`config.mk`:
```
export PLATFORM = sky130hd
export DESIGN_NAME = i2c_bus_recover
export DESIGN_NICKNAME = d
export VERILOG_FILES = /design/src/rtl/i2c_bc_pkg.sv /design/src/rtl/i2c_bc_counter.sv /design/src/rtl/i2c_bc_seq.sv /design/src/rtl/i2c_bc_flags.sv /design/src/rtl/i2c_bus_recover.sv
export SDC_FILE = /design/constraint.sdc
export NUM_CORES = 1
export LEC_CHECK = 0
export BUFFER_PORTS_ARGS = -buffer_cell sky130_fd_sc_hd__clkbuf_2
export CAP_MARGIN = 15
export CORE_AREA = 2 2 39 41
export CTS_CLUSTER_DIAMETER = 200
export CTS_CLUSTER_SIZE = 30
export DETAILED_ROUTE_END_ITERATION = 7
export DIE_AREA = 0 0 41 43
export HOLD_SLACK_MARGIN = 0.12
export SYNTH_ARGS = -nofsm -noshare
export SYNTH_HDL_FRONTEND = slang
export SYNTH_SLANG_ARGS = --single-unit
```
`constraint.sdc`:
```
create_clock -name clk -period 2.6 [get_ports clk]
set_input_delay 0.52 -clock clk [delete_from_list [all_inputs] [get_ports clk]]
set_output_delay 0.52 -clock clk [all_outputs]
set_load 0.02 [all_outputs]
```
`src/rtl/i2c_bc_pkg.sv`:
```
// Shared types for the bus recovery sequencer.
// Assumes: one tick period is the half-period of a recovery clock.
package i2c_bc_pkg;

    typedef enum logic [2:0] {
        BC_IDLE  = 3'd0,
        BC_CHECK = 3'd1,
        BC_LOW   = 3'd2,
        BC_HIGH  = 3'd3,
        BC_SETUP = 3'd4,
        BC_START = 3'd5
    } bc_state_e;

endpackage

```
`src/rtl/i2c_bc_counter.sv`:
```
// Counts recovery clocks issued for the current request.
// Assumes: clr and inc are never high in the same cycle.
module i2c_bc_counter #(
    parameter int LIMIT = 9,
    parameter int CW    = 4
) (
    input  logic clk,
    input  logic rst_n,
    input  logic clr,
    input  logic inc,
    output logic at_last
);

    logic [CW-1:0] cnt_q;

    // Pulse counter: cleared per request, bumped at each high-half end.
    always_ff @(posedge clk) begin
        if (!rst_n || clr) begin
            cnt_q <= '0;
        end else if (inc) begin
            cnt_q <= cnt_q + 1'b1;
        end
    end

    assign at_last = (cnt_q == CW'(LIMIT - 1));

endmodule

```
`src/rtl/i2c_bc_seq.sv`:
```
// Sequencer: checks SDA, runs recovery clocks, issues START or fails.
// Assumes: tick is a single-cycle strobe; sda_in is already synchronised.
module i2c_bc_seq
    import i2c_bc_pkg::*;
(
    input  logic clk,
    input  logic rst_n,
    input  logic master_en,
    input  logic xfer_go,
    input  logic tick,
    input  logic sda_in,
    input  logic at_last,
    output logic cnt_clr,
    output logic cnt_inc,
    output logic scl_oe,
    output logic sda_oe,
    output logic active,
    output logic ok_pulse,
    output logic fail_pulse,
    output logic done_q
);

    bc_state_e state_q, state_d;

    // Next-state and strobe decode.
    always_comb begin
        state_d    = state_q;
        cnt_clr    = 1'b0;
        cnt_inc    = 1'b0;
        ok_pulse   = 1'b0;
        fail_pulse = 1'b0;
        case (state_q)
            BC_IDLE: begin
                if (xfer_go && master_en) begin
                    state_d = BC_CHECK;
                    cnt_clr = 1'b1;
                end
            end
            BC_CHECK: begin
                if (tick) state_d = sda_in ? BC_START : BC_LOW;
            end
            BC_LOW: begin
                if (tick) state_d = BC_HIGH;
            end
            BC_HIGH: begin
                if (tick) begin
                    cnt_inc = 1'b1;
                    if (sda_in) begin
                        state_d = BC_SETUP;
                    end else if (at_last) begin
                        state_d    = BC_IDLE;
                        fail_pulse = 1'b1;
                    end else begin
                        state_d = BC_LOW;
                    end
                end
            end
            BC_SETUP: begin
                if (tick) state_d = BC_START;
            end
            BC_START: begin
                if (tick) begin
                    state_d  = BC_IDLE;
                    ok_pulse = 1'b1;
                end
            end
            default: state_d = BC_IDLE;
        endcase
    end

    // State register and registered completion strobe.
    always_ff @(posedge clk) begin
        if (!rst_n) begin
            state_q <= BC_IDLE;
            done_q  <= 1'b0;
        end else begin
            state_q <= state_d;
            done_q  <= ok_pulse;
        end
    end

    assign scl_oe = (state_q == BC_LOW);
    assign sda_oe = (state_q == BC_START);
    assign active = (state_q != BC_IDLE);

endmodule

```
`src/rtl/i2c_bc_flags.sv`:
```
// Sticky error and start flags with write-one-to-clear; a set wins over a clear.
// Assumes: set strobes are single-cycle.
module i2c_bc_flags (
    input  logic clk,
    input  logic rst_n,
    input  logic ok_pulse,
    input  logic fail_pulse,
    input  logic err_clr,
    input  logic start_clr,
    output logic err_flag,
    output logic start_flag
);

    // Error flag: set on failed recovery only.
    always_ff @(posedge clk) begin
        if (!rst_n)          err_flag <= 1'b0;
        else if (fail_pulse) err_flag <= 1'b1;
        else if (err_clr)    err_flag <= 1'b0;
    end

    // Start flag: set on any START outcome.
    always_ff @(posedge clk) begin
        if (!rst_n)                      start_flag <= 1'b0;
        else if (ok_pulse || fail_pulse) start_flag <= 1'b1;
        else if (start_clr)              start_flag <= 1'b0;
    end

endmodule

```
`src/rtl/i2c_bus_recover.sv`:
```
// Top: stuck-SDA recovery in front of an I2C master START generator.
// Assumes: master mode selected by master_en; open-drain pads outside.
module i2c_bus_recover #(
    parameter int CLR_PULSES = 9,
    parameter int MAX_PULSES = 10
) (
    input  logic clk,
    input  logic rst_n,
    input  logic master_en,
    input  logic xfer_go,
    input  logic tick,
    input  logic sda_in,
    output logic scl_oe,
    output logic sda_oe,
    output logic xfer_pending,
    output logic start_done,
    output logic err_flag,
    output logic start_flag,
    input  logic err_clr,
    input  logic start_clr
);

    localparam int CW = $clog2(MAX_PULSES + 1);

    logic cnt_clr, cnt_inc, at_last, ok_pulse, fail_pulse;

    i2c_bc_counter #(.LIMIT(CLR_PULSES), .CW(CW)) u_cnt (
        .clk(clk), .rst_n(rst_n), .clr(cnt_clr), .inc(cnt_inc), .at_last(at_last)
    );

    i2c_bc_seq u_seq (
        .clk(clk), .rst_n(rst_n), .master_en(master_en), .xfer_go(xfer_go),
        .tick(tick), .sda_in(sda_in), .at_last(at_last),
        .cnt_clr(cnt_clr), .cnt_inc(cnt_inc), .scl_oe(scl_oe), .sda_oe(sda_oe),
        .active(xfer_pending), .ok_pulse(ok_pulse), .fail_pulse(fail_pulse),
        .done_q(start_done)
    );

    i2c_bc_flags u_flags (
        .clk(clk), .rst_n(rst_n), .ok_pulse(ok_pulse), .fail_pulse(fail_pulse),
        .err_clr(err_clr), .start_clr(start_clr),
        .err_flag(err_flag), .start_flag(start_flag)
    );

endmodule

```
Yosys cells after proc, flatten, opt, wreduce, memory -nomap -nowiden
Index checks and enable logic that the tools add are counted.

Register bits after elaboration: 10. Bits of input ports: 8. Word-level logic and storage cells: 50.

Reduce and logical (&&, ||, !) cells: 9. Equality and inequality tests: 12. Add/subtract/negate cells: 1. Muxes and demuxes: 23.

Operators by type and width (count): $mux 3 (8); $pmux 3 s6 (1); $mux 1 (13); $ne 2x2->1 const B (5); $eq 3x2->1 const B (2); $eq 3x3->1 const B (2); $reduce_and 6->1 (1); $add 4x1->4 const B (1); $eq 4x4->1 const B (1); $reduce_bool 2->1 (2); $eq 3x1->1 const B (1); $logic_not 3->1 (1); $reduce_bool 3->1 (1); $logic_or 1x1->1 (2); $mux 2 (1); $ne 2x1->1 const B (1); $logic_and 1x1->1 (1); $logic_not 1->1 (1).

Logic depth before layout (Yosys ltp)
Gate-level depths: netlist of run 1.

Depth after elaboration: 7. Gate-level depth with buffers: 6. Gate-level depth less buffers: 6.

By module
A second synthesis of run 1 with hierarchy kept.

Cells, all modules: 59. Area total of the unflattened synthesis: 521.8 sq um.

Modules (own cells, without submodules): i2c_bc_seq (seq. area each 80.1 sq um, area an instance 241.5 sq um, times used 1, cells each 32); i2c_bc_counter (seq. area each 80.1 sq um, area an instance 211.5 sq um, times used 1, cells each 21); i2c_bc_flags (seq. area each 40.0 sq um, area an instance 68.8 sq um, times used 1, cells each 6).

Worst setup path before layout of run 1
OpenSTA, ideal clock, no wires.

Path kind: reg2out. From: reg u_seq.state_q[2]. To: out sda_oe. Setup slack: 1205 ps. Data required time: 2080 ps. Arrival: 875 ps. Cell stages (with the launch flop): 4. Cells stage by stage: dfxtp_1 > buf_6 > nor2b_1 > and2_1.

Longest elaborated chain between the ends: 1.

RTL lines: start, declared (line i2c_bc_seq.sv:23) `bc_state_e state_q, state_d;`; start signal, assigned (line i2c_bc_seq.sv:77) `state_q <= state_d;`; $eq 3x3->1 (line i2c_bc_seq.sv:83) `assign sda_oe = (state_q == BC_START);`; end, declared (line i2c_bus_recover.sv:14) `output logic sda_oe,`.

No other way between the ends.

Worst setup path in the final report of run 1
Same ends and word-level chain as after synthesis.

==> key figures, run 1 <==
Outcome
  • Run status: finished, final reports clean

Drt
  • Via density per instance: approximately 5.2
  • Average detailed-routed wire length per instance: about 11 um
  • # DRC: 0
  • Detailed Routing Iterations Pass 1: 4
  • Antenna-violating nets left: 0
  • Number of vias in the routed layout: ~510
  • Routed WL: 1.06 mm
  • Detailed Route Iter0 Violations: 2

GRT
  • Maximum number of pins on one net before global-route repair: 14
  • Routing usage on met2: a little under a quarter
  • Vias in the first global route: 439
  • Busiest layer in global routing: met2
  • Sum of overflow across all layers after global routing: 0
  • Global-route usage over all layers: 16.8%
  • GR Util met3: 9.42%
  • Global-route wire length before repair: 1.91 mm
  • Number of antenna violations at the first check in global routing: 0
  • Met1 track demand over resource: 20.6%

Timing
  • Final Hold Vio Count: 0
  • Post-route fraction of the period consumed by the critical path: 71.6%
  • Final total negative setup slack: 0 ps
  • Number of max-slew violations in the final report: 0
  • # setup viols final: 0
  • Setup repair after global routing missed its margin: false
  • Min Clock Period, post-route: ~1900 ps
  • Final worst clock skew: 6.44 ps
  • Normalized max-slew margin: 72.0%
  • Worst slack on hold paths: ~480 ps
  • Worst Max-Slew Pin Slew: 419 ps
  • Upper clock frequency limit: 537 MHz
  • Post-route worst setup slack: 738 ps

Worst setup path
  • Worst reg-to-reg path cell count: 4
  • Worst path required time: 2080 ps
  • Critical path type: register to output port
  • Critical R2R Launch: u_seq.state_q[0]
  • Max stage delay on crit path: roughly 540 ps
  • Crit path max-delay cell type: sky130_fd_sc_hd__dfxtp_1
  • Critical Path Fanout Max: 12
  • CP Cell Sequence: nor2b_1 > and2_1 > clkbuf_2
  • Count of buffering cells on the critical path with inverters included: 1
  • Top Family by Delay on Critical Path: flip-flops
  • Crit path from: u_seq.state_q[2]
  • Data arrival, critical path: 1340 ps
  • Stages on worst setup path: 3
  • Startpoint kind of the worst setup timing path: register
  • Endpoint kind of the worst setup timing path: output port

Clock tree
  • Clk sink count: 10
  • Number of buffers inserted by hold repair at cts: 0
  • Clock root cell: sky130_fd_sc_hd__clkbuf_4
  • Clock tree from TritonCTS: done
  • TritonCTS Buffers: 3
  • Clock slew at the register clock pins of the worst setup and hold paths: around 60 ps
  • Clk Latency, worst-skew pair: 260 ps
  • Number of buffers added for setup after CTS: 0
  • Max Buffers Root-to-Sink: 2
  • Total of cells resized after clock tree synthesis: 0
  • CTS H-tree depth: 1

Power and ir drop
  • Largest vdd supply drop: 0.489 mV
  • Cell internal pwr: 298 uW
  • Psw: 202 uW
  • Share of power burned in registers: 43.9%
  • Total power divided by cell area: a little under 800 nW/um^2
  • Leakage power: between 0.2 and 0.3 nW
  • Share of total power in the clock network: 20.6%
  • Comb power frac: 35.4%
  • Switching Share: slightly above 40%

Synth
  • Syn_nets: 77
  • Post-Syn Area per Cell: roughly 8.2 um^2
  • Post-synthesis sequential area ratio: 36.3%
  • Number of different library cells in the post-synthesis netlist: 31
  • Yosys reg bits: 10
  • Yosys warnings: 0
  • Synthesized cell area: approximately 550 um^2
  • Number of instances in the synthesized netlist: 67

Final layout
  • Area growth, synth to finish: 16.1%
  • Multi-input gate area in the final layout: 310 um^2
  • Fill count: 134
  • Fraction of layout cells with a size suffix above 1: 24.7%
  • Non-filler cells in the finished layout: 97
  • Final nets: 93
  • Register area: 200 um^2
  • Antenna diode instance count: 0

Die
  • Initial Util: 39.9%
  • Full die area: 1760 um^2
  • Die Y: between 40 and 50 um
  • Area of the core: 1380 um^2
  • Count of standard-cell rows: 14
  • I/O Pins: 14
  • Die Wd: 41 um

Placed design
  • IO buf count: 13
  • Global placer's final weighted congestion: between 0.7 and 0.8
  • Post-DP HPWL: 818 um
  • Worst slack at placement: 1040 ps
  • Total placed cells including tap cells: 94

Hold path
  • Cell count of the worst hold path: 2
  • Critical hold path startpoint: u_flags.err_flag
  • Worst min-delay path class: register to register

Job
  • Total of max-cap violations: 0
[registers in the layout, summed over array words and instances, names as in the netlist]
| signal | cells |
|---|---|
| u_flags.start_flag | 1 |
| u_seq.state_q | 3 |
| u_seq.done_q | 1 |
| u_flags.err_flag | 1 |
| u_cnt.cnt_q | 4 |
[area by class of cell]
cell class,instances,area share [%]
inverter,6,3.52
clock buffer,3,3.52
tap,16,3.13
sequential,10,31.3
multi-input combinational,49,48.4
timing repair buffer,13,10.2
[stage by stage]
stage	total power, mW	util, %	cell area [um^2]
finish	0.500	46.3	641
global route	0.546	46.3	641
floorplan	0.361	-	552
detailed placement	0.401	44.7	618
CTS	0.505	46.3	641
global placement	0.400	44.7	618
[worst min-delay path: cells and delay by family (launching register included)]
family,cells,cell delay [ps]
AOI/OAI and AO/OA,1,60
DFF,1,320
and+or+nand+nor,1,70
[cell usage in the layout (no fill, tap or decap), types with 2 or more instances in the layout]
| cell | instances |
|---|---|
| sky130_fd_sc_hd__ha_1 | 2 |
| sky130_fd_sc_hd__nand2_1 | 10 |
| sky130_fd_sc_hd__a21oi_1 | 7 |
| sky130_fd_sc_hd__inv_1 | 5 |
| sky130_fd_sc_hd__dfxtp_1 | 10 |
| sky130_fd_sc_hd__xor2_1 | 2 |
| sky130_fd_sc_hd__clkbuf_4 | 3 |
| sky130_fd_sc_hd__nor2_1 | 7 |
| sky130_fd_sc_hd__clkbuf_2 | 13 |
[synth_stat cells]
library cell | n | area share (%)
sky130_fd_sc_hd__a2111o_1 | 1 | 2.0
sky130_fd_sc_hd__a211o_1 | 1 | 1.6
sky130_fd_sc_hd__a21oi_1 | 7 | 6.3
sky130_fd_sc_hd__a221oi_1 | 1 | 1.6
sky130_fd_sc_hd__a31oi_1 | 1 | 1.1
sky130_fd_sc_hd__and2_1 | 1 | 1.1
sky130_fd_sc_hd__and4_1 | 1 | 1.6
sky130_fd_sc_hd__and4b_1 | 1 | 1.8
sky130_fd_sc_hd__buf_4 | 1 | 1.4
sky130_fd_sc_hd__buf_6 | 1 | 2.0
sky130_fd_sc_hd__dfxtp_1 | 10 | 36
sky130_fd_sc_hd__ha_1 | 2 | 4.5
sky130_fd_sc_hd__inv_1 | 5 | 3.4
sky130_fd_sc_hd__inv_2 | 1 | 0.68
sky130_fd_sc_hd__nand2_1 | 10 | 6.8
sky130_fd_sc_hd__nand2b_1 | 1 | 1.1
sky130_fd_sc_hd__nand4_1 | 1 | 1.1
sky130_fd_sc_hd__nand4b_1 | 1 | 1.6
sky130_fd_sc_hd__nand4b_2 | 1 | 2.7
sky130_fd_sc_hd__nor2_1 | 7 | 4.8
sky130_fd_sc_hd__nor2b_1 | 1 | 1.1
sky130_fd_sc_hd__nor3_1 | 1 | 0.91
sky130_fd_sc_hd__nor3_2 | 1 | 1.8
sky130_fd_sc_hd__nor3b_1 | 1 | 1.4
sky130_fd_sc_hd__nor4_2 | 1 | 2.3
sky130_fd_sc_hd__o21ai_0 | 1 | 0.91
sky130_fd_sc_hd__o21ai_1 | 1 | 0.91
sky130_fd_sc_hd__o21bai_1 | 1 | 1.4
sky130_fd_sc_hd__o31ai_1 | 1 | 1.4
sky130_fd_sc_hd__or3_1 | 1 | 1.1
sky130_fd_sc_hd__xor2_1 | 2 | 3.2
[power by group through the flow]
| stage | combinational [mW] | sequential, mW | clock, mW |
|---|---|---|---|
| 2_1_floorplan | 0.166 | 0.195 | 0 |
| 3_3_place_gp | 0.178 | 0.222 | 0 |
| 3_5_place_dp | 0.178 | 0.223 | 0 |
| 4_1_cts | 0.179 | 0.219 | 0.107 |
| 5_1_grt | 0.202 | 0.228 | 0.116 |
| 6_report | 0.177 | 0.220 | 0.103 |
[logic make-up after synthesis]
group,after synthesis,share of synthesized area (%)
simple gates,30,31.3
fa+ha+maj,2,4.53
compound gates,15,17.2
xor+xnor,2,3.18
flops,10,36.3
buf+inv,8,7.48
[path summary, 6_finish.rpt]
check / to / slack [ps]
setup / recovery: sda_oe / 740
hold / removal: u_flags.err_flag / 480
setup reg to reg: u_seq.state_q[0] / 1200
hold reg to reg: u_flags.err_flag / 480
[per-layer routing]
| metal | vias to the layer above | wire length (um) |
|---|---|---|
| met1 | 234 | 434 |
| met2 | 10 | 537 |
| li1 | 261 | - |
| met4 | 0 | 15 |
| met5 | - | 0 |
| met3 | 2 | 69 |
No activity file was read; power rests on OpenSTA's default activity.
==> inputs of run 2 (changes only) <==
- PLACE_DENSITY: unset -> 0.67
- clock period: 2.6 -> 1.65 ns (I/O delays scaled with it)
==> key figures, run 2 (synthesis gave the netlist of run 1 again) <==
Final layout
  • Most common cell after layout, fill and taps aside: sky130_fd_sc_hd__clkbuf_2 (unchanged)
  • Most flops, register: u_cnt.cnt_q (unchanged)
  • Fraction of layout cells with a size suffix above 1: 30.5% (was 24.7%)
  • Largest registers ranked by flip-flop count: u_cnt.cnt_q (4), u_seq.state_q (3) (unchanged)
  • Fill count: 144 (was 134)
  • Highest-count cells in the layout ignoring fill and taps: 13 x sky130_fd_sc_hd__clkbuf_2, 10 x sky130_fd_sc_hd__nand2_1, 7 x sky130_fd_sc_hd__nor2_1, 7 x sky130_fd_sc_hd__a21oi_1, 7 x sky130_fd_sc_hd__dfxtp_1 (was 13 x sky130_fd_sc_hd__clkbuf_2, 10 x sky130_fd_sc_hd__nand2_1, 10 x sky130_fd_sc_hd__dfxtp_1)
  • Summed area of non-filler cells in the final layout: 661 um^2 (was 641 um^2)
  • Area growth, synth to finish: 19.7% (was 16.1%)
  • Final nets: 93 (unchanged)
  • Antenna diode instance count: 0 (unchanged)
  • Flip-flop count of the largest register after layout: 4 (unchanged)
  • Share of the core filled with cells in the final layout: 47.7% (was 46.3%)

Drt
  • Met2 routed WL: 531 um (was 537 um)
  • Via density per instance: 5.24 (was 5.23)
  • Detail Route met3 WL: 81 um (was 69 um)
  • Antenna-violating nets left: 0 (unchanged)
  • Highest signal layer in the routed design: met4 (unchanged)
  • Detailed Routing Iterations Pass 1: 4 (unchanged)
  • Routed WL: 1.16 mm (was 1.06 mm)
  • Detailed Route Iter0 Violations: 8 (was 2)
  • # DRC: 0 (unchanged)
  • M1 WL: 514 um (was 434 um)
  • Number of vias in the routed layout: 514 (was 507)
  • Average detailed-routed wire length per instance: 11.8 um (was 10.9 um)

Clock tree
  • Clk Latency, worst-skew pair: 280 ps (was 260 ps)
  • CTS H-tree depth: 1 (unchanged)
  • Clock slew at the register clock pins of the worst setup and hold paths: 70 ps (was 60 ps)
  • Clock tree from TritonCTS: done (unchanged)
  • Clock root cell: sky130_fd_sc_hd__clkbuf_4 (unchanged)
  • Max Buffers Root-to-Sink: 2 (unchanged)
  • Number of buffers inserted by hold repair at cts: 0 (unchanged)
  • TritonCTS Buffers: 3 (unchanged)
  • Clk sink count: 10 (unchanged)

Power and ir drop
  • Leakage power: 0.293 nW (was 0.284 nW)
  • Total power divided by cell area: 1320 nW/um^2 (was 780 nW/um^2)
  • Largest vdd supply drop: 0.587 mV (was 0.489 mV)

GRT
  • Global-route usage over all layers: 15.6% (was 16.8%)
  • Sum of overflow across all layers after global routing: 0 (unchanged)
  • Number of antenna violations at the first check in global routing: 0 (unchanged)
  • Global-route wire length before repair: 1.81 mm (was 1.91 mm)
  • Maximum number of pins on one net before global-route repair: 14 (unchanged)
  • Vias in the first global route: 445 (was 439)

Die
  • Die Wd: 41 um (unchanged)
  • Die Y: 43 um (unchanged)
  • Initial Util: 39.9% (unchanged)
  • Count of standard-cell rows: 14 (unchanged)
  • I/O Pins: 14 (unchanged)
  • Area of the core: 1380 um^2 (unchanged)
  • Full die area: 1760 um^2 (unchanged)

Timing
  • Final Hold Vio Count: 0 (unchanged)
  • Upper clock frequency limit: 645 MHz
  • Worst Max-Slew Pin Slew: 308 ps (was 419 ps)
  • # setup viols final: 0 (unchanged)
  • Min Clock Period, post-route: between 1500 and 2000 ps
  • Final worst clock skew: 3.89 ps (was 6.44 ps)
  • Normalized max-slew margin: 79.3% (was 72.0%)
  • Post-route fraction of the period consumed by the critical path: 94.0%
  • Number of max-slew violations in the final report: 0 (unchanged)
  • Setup repair after global routing missed its margin: false (unchanged)
  • Final total negative setup slack: 0 ps (unchanged)

Worst setup path
  • CP Cell Sequence: nor2b_2 > and2_1 > clkbuf_2 (was nor2b_1 > and2_1 > clkbuf_2)
  • Max stage delay on crit path: 450 ps (was 540 ps)
  • Critical Path Fanout Max: 12 (unchanged)
  • Startpoint kind of the worst setup timing path: register (unchanged)
  • Crit path max-delay cell type: sky130_fd_sc_hd__dfxtp_2 (was sky130_fd_sc_hd__dfxtp_1)
  • Endpoint kind of the worst setup timing path: output port (unchanged)
  • Critical path type: register to output port (unchanged)
  • Worst path required time: 1320 ps (was 2080 ps)
  • Data arrival, critical path: 1220 ps (was 1340 ps)

Job
  • Total of max-cap violations: 0 (unchanged)

Outcome
  • Run status: finished, final reports clean (unchanged)

Placed design
  • Post-DP HPWL: 847 um (was 818 um)
  • Global placer's final weighted congestion: 0.842 (was 0.754)
  • Placement-stage cell area: 618 um^2 (unchanged)
  • IO buf count: 13 (unchanged)

Hold path
  • Worst min-delay path class: input port to register (was register to register)
## run 2: cell count changes in the layout (fill, tap and decap cells not counted), sizes merged
cell,delta
clkbuf,+1
## run 2: what timing repair did
| action | 4_1_cts | 5_1_grt |
|---|---|---|
| gates resized for setup | 1 | 3 |
| setup endpoints to repair | 1 | 2 |
| pin swaps | 0 | 0 |
| setup buffers | 0 | 0 |
| endpoints found under the hold margin | 0 | 0 |
## run 2: per-stage QoR
stage	hold slack (ps)	std cells	worst slack, ps	power, mW
6_report	327	98	99.2	0.872
3_5_place_dp	477	94	249	0.632
2_1_floorplan	462	67	400	0.569
3_3_place_gp	467	94	266	0.628
5_1_grt	368	98	22.1	0.925
4_1_cts	333	98	74.2	0.866
## run 2: final timing paths
check | depth (start not counted) | start | to | slack, ps
max | 3 | u_seq.state_q[2] | sda_oe | 100
min | 4 | err_clr | u_flags.err_flag | 330
max reg2reg | 4 | u_seq.state_q[0] | u_seq.state_q[1] | 320
min reg2reg | 2 | u_flags.err_flag | u_flags.err_flag | 490
## run 2: routing by layer
metal  track usage, %  vias up
li1                 -      265
met5                0        -
met4             12.0        0
met1             17.2      228
met2             23.8       17
met3             4.19        4
## run 2: layout make-up
type / count / area, um^2 / share of cell area [%]
well taps: 16 / 20.0 / 3.03
flip-flops and latches: 10 / 204 / 30.9
clock buffers: 4 / 36.3 / 5.49
inverters: 6 / 22.5 / 3.41
multi-input cells: 49 / 313 / 47.3
repair buffers: 13 / 65.1 / 9.85
## run 2: critical path, delay by kind of cell (launching register included)
family                 cells  cell delay, ps
and+or+nand+nor            2             330
DFF                        1             450
buffers and inverters      1             160
## run 2: where the power goes
group          internal, mW  switching (mW)
combinational         0.116           0.166
clock                 0.134          0.0997
sequential            0.276          0.0798
